File: src/rtl/pinbank_pkg.sv
package pinbank_pkg;

  localparam logic [7:0] OFS_ID    = 8'h00;
  localparam logic [7:0] OFS_CFG   = 8'h10;
  localparam logic [7:0] OFS_DIN   = 8'h20;
  localparam logic [7:0] OFS_DOUT  = 8'h24;
  localparam logic [7:0] OFS_DIR   = 8'h28;
  localparam logic [7:0] OFS_CLR   = 8'h2C;
  localparam logic [7:0] OFS_SET   = 8'h30;
  localparam logic [7:0] OFS_PEN   = 8'h40;
  localparam logic [7:0] OFS_PTY   = 8'h44;
  localparam logic [7:0] OFS_IEN   = 8'h50;
  localparam logic [7:0] OFS_MODE0 = 8'h54;
  localparam logic [7:0] OFS_MODE1 = 8'h58;
  localparam logic [7:0] OFS_MODE2 = 8'h5C;
  localparam logic [7:0] OFS_MODE3 = 8'h60;
  localparam logic [7:0] OFS_STA   = 8'h64;
  localparam logic [7:0] OFS_DEBE  = 8'h70;
  localparam logic [7:0] OFS_DEBC  = 8'h74;

  localparam logic [2:0] MODE_HIGH = 3'd2;
  localparam logic [2:0] MODE_LOW  = 3'd3;
  localparam logic [2:0] MODE_FALL = 3'd5;
  localparam logic [2:0] MODE_RISE = 3'd6;
  localparam logic [2:0] MODE_BOTH = 3'd7;

  typedef enum logic [3:0] {
    RD_ZERO, RD_ID, RD_CFG, RD_DIN, RD_DOUT, RD_DIR,
    RD_IEN, RD_MODE, RD_STA, RD_DEBE, RD_DEBC
  } rdsel_t;

  typedef struct packed {
    logic       wrDout;
    logic       wrDir;
    logic       wrClr;
    logic       wrSet;
    logic       wrIen;
    logic [3:0] wrMode;
    logic       wrSta;
    logic       wrDebe;
    logic       wrDebc;
  } strobe_t;

endpackage

File: src/rtl/pinbank_decode.sv
module pinbank_decode
  import pinbank_pkg::*;
#(
  parameter int ADDR_W = 8
) (
  input  logic              busEn,
  input  logic              busWe,
  input  logic [ADDR_W-1:0] busAddr,
  output strobe_t           stb,
  output rdsel_t            sel,
  output logic [1:0]        modeIdx
);

  logic       inRange;
  logic       wr;
  logic [7:0] ofs;

  assign inRange = ((busAddr >> 8) == '0) && (busAddr[1:0] == 2'b00);
  assign wr      = busEn && busWe && inRange;
  assign ofs     = {busAddr[7:2], 2'b00};

  always_comb begin
    stb     = '0;
    sel     = RD_ZERO;
    modeIdx = 2'd0;
    if (inRange) begin
      case (ofs)
        OFS_ID:    sel = RD_ID;
        OFS_CFG:   sel = RD_CFG;
        OFS_DIN:   sel = RD_DIN;
        OFS_DOUT:  begin sel = RD_DOUT; stb.wrDout = wr; end
        OFS_DIR:   begin sel = RD_DIR;  stb.wrDir  = wr; end
        OFS_CLR:   stb.wrClr = wr;
        OFS_SET:   stb.wrSet = wr;
        OFS_IEN:   begin sel = RD_IEN;  stb.wrIen  = wr; end
        OFS_MODE0: begin sel = RD_MODE; modeIdx = 2'd0; stb.wrMode[0] = wr; end
        OFS_MODE1: begin sel = RD_MODE; modeIdx = 2'd1; stb.wrMode[1] = wr; end
        OFS_MODE2: begin sel = RD_MODE; modeIdx = 2'd2; stb.wrMode[2] = wr; end
        OFS_MODE3: begin sel = RD_MODE; modeIdx = 2'd3; stb.wrMode[3] = wr; end
        OFS_STA:   begin sel = RD_STA;  stb.wrSta  = wr; end
        OFS_DEBE:  begin sel = RD_DEBE; stb.wrDebe = wr; end
        OFS_DEBC:  begin sel = RD_DEBC; stb.wrDebc = wr; end
        default:   sel = RD_ZERO;
      endcase
    end
  end

endmodule

File: src/rtl/pinbank_inpath.sv
module pinbank_inpath #(
  parameter int NUM_PINS = 32,
  parameter int CNT_W    = 8,
  parameter int DEB_DIV  = 4
) (
  input  logic                clk,
  input  logic                rstN,
  input  logic [NUM_PINS-1:0] padIn,
  input  logic [NUM_PINS-1:0] debe,
  input  logic [CNT_W-1:0]    debThr,
  input  logic                debPre,
  output logic [NUM_PINS-1:0] filt
);

  localparam int PRE_W = $clog2(DEB_DIV + 1);
  localparam logic [PRE_W-1:0] PRE_LAST = PRE_W'(DEB_DIV - 1);

  logic [NUM_PINS-1:0] syncA, syncB;
  logic [PRE_W-1:0]    preCnt;
  logic                preTick, tick;

  always_ff @(posedge clk) begin
    if (!rstN) begin
      syncA <= '0;
      syncB <= '0;
    end else begin
      syncA <= padIn;
      syncB <= syncA;
    end
  end

  always_ff @(posedge clk) begin
    if (!rstN || preTick) preCnt <= '0;
    else                  preCnt <= preCnt + 1'b1;
  end

  assign preTick = (preCnt == PRE_LAST);
  assign tick    = debPre ? preTick : 1'b1;

  for (genvar g = 0; g < NUM_PINS; g++) begin : gPin
    logic [CNT_W-1:0] cnt;
    logic             fq;
    always_ff @(posedge clk) begin
      if (!rstN) begin
        cnt <= '0;
        fq  <= 1'b0;
      end else if (!debe[g]) begin
        cnt <= '0;
        fq  <= syncB[g];
      end else if (syncB[g] == fq) begin
        cnt <= '0;
      end else if (tick) begin
        if (cnt >= debThr) begin
          cnt <= '0;
          fq  <= syncB[g];
        end else begin
          cnt <= cnt + 1'b1;
        end
      end
    end
    assign filt[g] = fq;
  end

endmodule

File: src/rtl/pinbank_events.sv
module pinbank_events
  import pinbank_pkg::*;
#(
  parameter int NUM_PINS = 32
) (
  input  logic                  clk,
  input  logic                  rstN,
  input  logic [NUM_PINS-1:0]   filt,
  input  logic [3*NUM_PINS-1:0] modeFlat,
  output logic [NUM_PINS-1:0]   evt
);

  logic [NUM_PINS-1:0] prevVal;

  always_ff @(posedge clk) begin
    if (!rstN) prevVal <= '0;
    else       prevVal <= filt;
  end

  for (genvar g = 0; g < NUM_PINS; g++) begin : gDet
    logic hit;
    always_comb begin
      case (modeFlat[3*g +: 3])
        MODE_HIGH: hit = filt[g];
        MODE_LOW:  hit = ~filt[g];
        MODE_FALL: hit = prevVal[g] & ~filt[g];
        MODE_RISE: hit = ~prevVal[g] & filt[g];
        MODE_BOTH: hit = prevVal[g] ^ filt[g];
        default:   hit = 1'b0;
      endcase
    end
    assign evt[g] = hit;
  end

endmodule

File: src/rtl/pinbank_regs.sv
module pinbank_regs
  import pinbank_pkg::*;
#(
  parameter int          NUM_PINS = 32,
  parameter int          CNT_W    = 8,
  parameter logic [31:0] ID_VALUE = 32'h0317_0A01
) (
  input  logic                  clk,
  input  logic                  rstN,
  input  strobe_t               stb,
  input  rdsel_t                sel,
  input  logic [1:0]            modeIdx,
  input  logic [31:0]           wdata,
  input  logic [NUM_PINS-1:0]   filt,
  input  logic [NUM_PINS-1:0]   evt,
  output logic [31:0]           rdata,
  output logic [NUM_PINS-1:0]   dout,
  output logic [NUM_PINS-1:0]   dir,
  output logic [NUM_PINS-1:0]   ien,
  output logic [NUM_PINS-1:0]   debe,
  output logic [CNT_W-1:0]      debThr,
  output logic                  debPre,
  output logic [3*NUM_PINS-1:0] modeFlat,
  output logic [NUM_PINS-1:0]   sta,
  output logic                  irq
);

  localparam logic [31:0] CFG_WORD = 32'h2000_0000 | 32'(NUM_PINS);

  logic [NUM_PINS-1:0] wMask;
  logic [31:0]         modeWord [4];

  assign wMask = wdata[NUM_PINS-1:0];

  always_ff @(posedge clk) begin
    if (!rstN) begin
      dout   <= '0;
      dir    <= '0;
      ien    <= '0;
      debe   <= '0;
      debThr <= '0;
      debPre <= 1'b0;
      sta    <= '0;
    end else begin
      if (stb.wrDout)     dout <= wMask;
      else if (stb.wrSet) dout <= dout | wMask;
      else if (stb.wrClr) dout <= dout & ~wMask;
      if (stb.wrDir)  dir  <= wMask;
      if (stb.wrIen)  ien  <= wMask;
      if (stb.wrDebe) debe <= wMask;
      if (stb.wrDebc) begin
        debThr <= wdata[CNT_W-1:0];
        debPre <= wdata[31];
      end
      sta <= (sta & ~(stb.wrSta ? wMask : '0)) | evt;
    end
  end

  for (genvar p = 0; p < NUM_PINS; p++) begin : gMode
    localparam int REG = p / 8;
    localparam int SLT = (p % 8) * 4;
    logic [2:0] m;
    always_ff @(posedge clk) begin
      if (!rstN)                m <= '0;
      else if (stb.wrMode[REG]) m <= wdata[SLT +: 3];
    end
    assign modeFlat[3*p +: 3] = m;
  end

  for (genvar k = 0; k < 4; k++) begin : gWord
    for (genvar j = 0; j < 8; j++) begin : gSlot
      localparam int P = 8 * k + j;
      if (P < NUM_PINS) begin : gUsed
        assign modeWord[k][4*j +: 4] = {1'b0, modeFlat[3*P +: 3]};
      end else begin : gFree
        assign modeWord[k][4*j +: 4] = 4'b0;
      end
    end
  end

  always_comb begin
    case (sel)
      RD_ID:   rdata = ID_VALUE;
      RD_CFG:  rdata = CFG_WORD;
      RD_DIN:  rdata = 32'(filt);
      RD_DOUT: rdata = 32'(dout);
      RD_DIR:  rdata = 32'(dir);
      RD_IEN:  rdata = 32'(ien);
      RD_MODE: rdata = modeWord[modeIdx];
      RD_STA:  rdata = 32'(sta);
      RD_DEBE: rdata = 32'(debe);
      RD_DEBC: rdata = {debPre, 31'(debThr)};
      default: rdata = 32'h0;
    endcase
  end

  assign irq = |(sta & ien);

endmodule

File: src/rtl/pinbank_ctrl.sv
module pinbank_ctrl
  import pinbank_pkg::*;
#(
  parameter int          NUM_PINS = 32,
  parameter int          ADDR_W   = 8,
  parameter int          CNT_W    = 8,
  parameter int          DEB_DIV  = 4,
  parameter logic [31:0] ID_VALUE = 32'h0317_0A01
) (
  input  logic                clk,
  input  logic                rstN,
  input  logic                busEn,
  input  logic                busWe,
  input  logic [ADDR_W-1:0]   busAddr,
  input  logic [31:0]         busWdata,
  output logic [31:0]         busRdata,
  input  logic [NUM_PINS-1:0] padIn,
  output logic [NUM_PINS-1:0] padOut,
  output logic [NUM_PINS-1:0] padOe,
  output logic                irq
);

  strobe_t               stb;
  rdsel_t                sel;
  logic [1:0]            modeIdx;
  logic [NUM_PINS-1:0]   filt, evt, ien, debe, staQ;
  logic [CNT_W-1:0]      debThr;
  logic                  debPre;
  logic [3*NUM_PINS-1:0] modeFlat;

  pinbank_decode #(.ADDR_W(ADDR_W)) uDecode (
    .busEn(busEn), .busWe(busWe), .busAddr(busAddr),
    .stb(stb), .sel(sel), .modeIdx(modeIdx)
  );

  pinbank_regs #(.NUM_PINS(NUM_PINS), .CNT_W(CNT_W), .ID_VALUE(ID_VALUE)) uRegs (
    .clk(clk), .rstN(rstN), .stb(stb), .sel(sel), .modeIdx(modeIdx),
    .wdata(busWdata), .filt(filt), .evt(evt), .rdata(busRdata),
    .dout(padOut), .dir(padOe), .ien(ien), .debe(debe),
    .debThr(debThr), .debPre(debPre), .modeFlat(modeFlat),
    .sta(staQ), .irq(irq)
  );

  pinbank_inpath #(.NUM_PINS(NUM_PINS), .CNT_W(CNT_W), .DEB_DIV(DEB_DIV)) uInpath (
    .clk(clk), .rstN(rstN), .padIn(padIn), .debe(debe),
    .debThr(debThr), .debPre(debPre), .filt(filt)
  );

  pinbank_events #(.NUM_PINS(NUM_PINS)) uEvents (
    .clk(clk), .rstN(rstN), .filt(filt), .modeFlat(modeFlat), .evt(evt)
  );

endmodule

File: config.mk
export PLATFORM = sky130hd
export DESIGN_NAME = pinbank_ctrl
export DESIGN_NICKNAME = d
export VERILOG_FILES = /design/src/rtl/pinbank_pkg.sv /design/src/rtl/pinbank_decode.sv /design/src/rtl/pinbank_inpath.sv /design/src/rtl/pinbank_events.sv /design/src/rtl/pinbank_regs.sv /design/src/rtl/pinbank_ctrl.sv
export SDC_FILE = /design/constraint.sdc
export NUM_CORES = 2
export LEC_CHECK = 0
export ABC_AREA = 0
export CAP_MARGIN = 30
export CELL_PAD_IN_SITES_DETAIL_PLACEMENT = 0
export CELL_PAD_IN_SITES_GLOBAL_PLACEMENT = 1
export CORE_AREA = 10 10 258 507
export DETAILED_ROUTE_END_ITERATION = 10
export DIE_AREA = 0 0 268 517
export GPL_ROUTABILITY_DRIVEN = 0
export PLACE_DENSITY = 0.63
export REMOVE_ABC_BUFFERS = 1
export SLEW_MARGIN = 20
export SYNTH_ARGS = -nofsm -noshare
export SYNTH_HDL_FRONTEND = slang
export SYNTH_SLANG_ARGS = --single-unit
File: constraint.sdc
create_clock -name clk -period 6.15 [get_ports clk]
set_clock_uncertainty 0.05 [all_clocks]
set_input_delay 1.23 -clock clk [delete_from_list [all_inputs] [get_ports clk]]
set_output_delay 1.23 -clock clk [all_outputs]
set_load 0.1 [all_outputs]
==> run metrics <==
Root Buffer clkbuf_16; critical path startpoint category input pin; Max Cap Viol 0; Synth warnings 0; Starting DRT DRC Count roughly 2700; top post-synthesis cells by area dfxtp_1 (37%), ha_1 (13%), nand2_1 (7.9%), xor2_1 (6.1%), mux2i_1 (3.9%); Slew Limit Fails 0; Final Hold Fails 0; area occupied by multi-input gates roughly 21000 um^2; GRT Util Overall 17.6%; setup TNS 0 ps; Achievable Freq 165 MHz; die height 517 um; leading area contributor after synthesis dfxtp_1; Peak VDD IR about 0.00019 V; Synth Area in Compound Gates 14.8%; grt ovf 0; vias in the first global route slightly below 30000; most frequent cells in the layout nand2_1 (739), dfxtp_1 (651), nor2_1 (362); Pleak 16.6 nW; Avg Cell Area, Syn approximately 8.5 um^2; Max Root-Sink Buffers 3; Total Power ~9.3 mW; Critical Path End Type output port; max reg flops around 260; initial antenna violation count 2; first-pass GRT wire length 187000 um; largest net degree at the start of global routing roughly 120; simple-gate share of the synthesized area between 20 and 25%; crit path cell chain clkdlybuf4s50_1 -> or4b_4 -> a21o_1 -> nand3_1 -> buf_4 -> nor2_1 -> a2111oi_2 -> o211ai_1 -> buf_12; Post-Synth XOR/XNOR Area 7.22%; die width 268 um; # diodes 0; Routed WL per cell 20.9 um; Worst Path Arrival 4780 ps; Crit-path slowest cell or4b_4; CP peak stage delay ~750 ps; sequential area share after synthesis a little under two fifths; H-tree depth 3; P_sw 2.08 mW; cts hold-fix bufs 0; internal power 7.26 mW; antenna-violating nets left 0; Req. time, crit path 4870 ps; Post-synth ARST share 0%; Final period util 98.5%; DR pass1 iterations 7; largest family of logic cells by synthesized area simple AND/OR/NAND/NOR gates; Worst Path Class, Setup in2out; Synth Register Bits 652; Clock Sinks between 600 and 700; TritonCTS clock tree built; hpwl dp slightly below 90000 um; area grow syn2layout 18.8%; I/O Buffers 172; run status completed; Yosys top cell area share 37.0%; CTS Buf Count 72; Regs by FF count uInpath.gPin.cnt (256), uRegs.gMode.m (96); RSZ-0062 raised after global routing false; clock insertion delay at the later pin of the skew report between 600 and 700 ps; fillers 12600; Syn Inst Count 4167; Die ar. 139000 um^2; DR vias/cell 5.11; register area between 10000 and 15000 um^2; worst hold path class reg2reg; crit path time final ~6000 ps; fraction of power spent switching nets 22.3%; top_reg_cell synth dfxtp_1; clk slew on worst S/H paths 60 ps; final setup vio count 0; Mapped Area 35300 um^2; io pins 173; Worst Max-Slew Pin Slew 1080 ps; vias post-DR slightly above 30000; # DRC 0; sequential fraction of design power 45.9%; Clock power frac 50.6%; Cell Pwr Density roughly 220 nW/um^2; Top reg by flops uInpath.gPin.cnt; number of flops mapped to enable cells by yosys 0; core area around 120000 um^2; nets@finish 4742; Comb pwr share around 3.5%; Max FO, Critical Path 15; Synth cell types 66; Adder-Cell Fraction of Synth Area roughly 13%; Initial Util 28.8%; total wire length about 120000 um; slew margin rel. 28.1%; commonest non-fill, non-tap cell in the layout nand2_1; # rows 182; layout cell share with drive strength beyond 1 roughly 6%; mux cell area share after synthesis 4.01%
[power by group through the flow]
| stage | Sequential (mW) | Clock (mW) | Combinational [mW] |
|---|---|---|---|
| floorplan | 4.37 | 0 | 0.119 |
| global placement | 4.38 | 0 | 0.315 |
| detailed placement | 4.38 | 0 | 0.319 |
| CTS | 4.28 | 4.87 | 0.321 |
| global route | 4.29 | 5.00 | 0.348 |
| finish | 4.29 | 4.73 | 0.325 |
[through the flow]
| stage | hold slack (ps) | util (%) | setup WS [ps] | area, um^2 | std cells |
|---|---|---|---|---|---|
| floorplan | 349 | - | -639 | 34600 | 3980 |
| global placement | 358 | 32.1 | 81.7 | 39300 | 5798 |
| detailed placement | 365 | 32.2 | 124 | 39400 | 5801 |
| CTS | 374 | 34.2 | 95.0 | 41900 | 5931 |
| global route | 400 | 34.2 | 43.5 | 42000 | 5932 |
| finish | 376 | 34.2 | 93.9 | 42000 | 5932 |
[critical path, delay by kind of cell]
| family | cells | cell delay, ps |
|---|---|---|
| buffers and inverters | 3 | 1150 |
| AO/OA/AOI/OAI | 3 | 1120 |
| AND/OR/NAND/NOR | 3 | 1270 |
[final timing paths]
path / endpoint / cells past startpoint / slack [ps] / startpoint
min: uInpath.syncB[29] / 1 / 380 / uInpath.syncA[29]
max: busRdata[5] / 9 / 90 / busAddr[2]
max reg2reg: uInpath.gPin[13].cnt[3] / 9 / 2780 / uRegs.debThr[4]
min reg2reg: uInpath.syncB[29] / 1 / 380 / uInpath.syncA[29]
[layer usage]
layer | vias to the layer above | part of all wire, % | GRT usage, %
met5 | - | 0.0097 | 0
met2 | 962 | 43 | 27.0
met1 | 14500 | 47 | 24.7
met3 | 195 | 6.9 | 2.89
met4 | 2 | 2.9 | 5.86
li1 | 14600 | - | -
[cell usage after synthesis (all sizes together), types with 109 or more instances]
| master | instances |
|---|---|
| xor2 | 247 |
| mux2i | 137 |
| nand3 | 112 |
| a21oi | 118 |
| nand2 | 739 |
| a21boi | 200 |
| ha | 354 |
| nor2 | 365 |
| inv | 194 |
| clkbuf | 156 |
| o21ai | 109 |
| dfxtp | 652 |
[logic make-up (layout without fill, tap and decap cells)]
family,after synthesis,count (layout)
fa+ha+maj,354,354
simple gates,1602,1602
xor+xnor,291,291
compound gates,746,746
buf+inv,381,582
mux,141,141
flops,652,652
[timing repair]
action | in CTS | in global routing
setup buffers | 0 | 0
endpoints found under the setup margin | 0 | 5
resized for setup | 0 | 3
[area by class of cell]
class / count / share of cell area, %
multi-input combinational: 3134 / 49.7
sequential: 652 / 31.1
timing repair buffer: 258 / 6.70
clock buffer: 106 / 5.09
tap: 1564 / 4.66
inverter: 194 / 1.74
clock inverter: 24 / 0.972
Power figures use the tool's default switching activity.
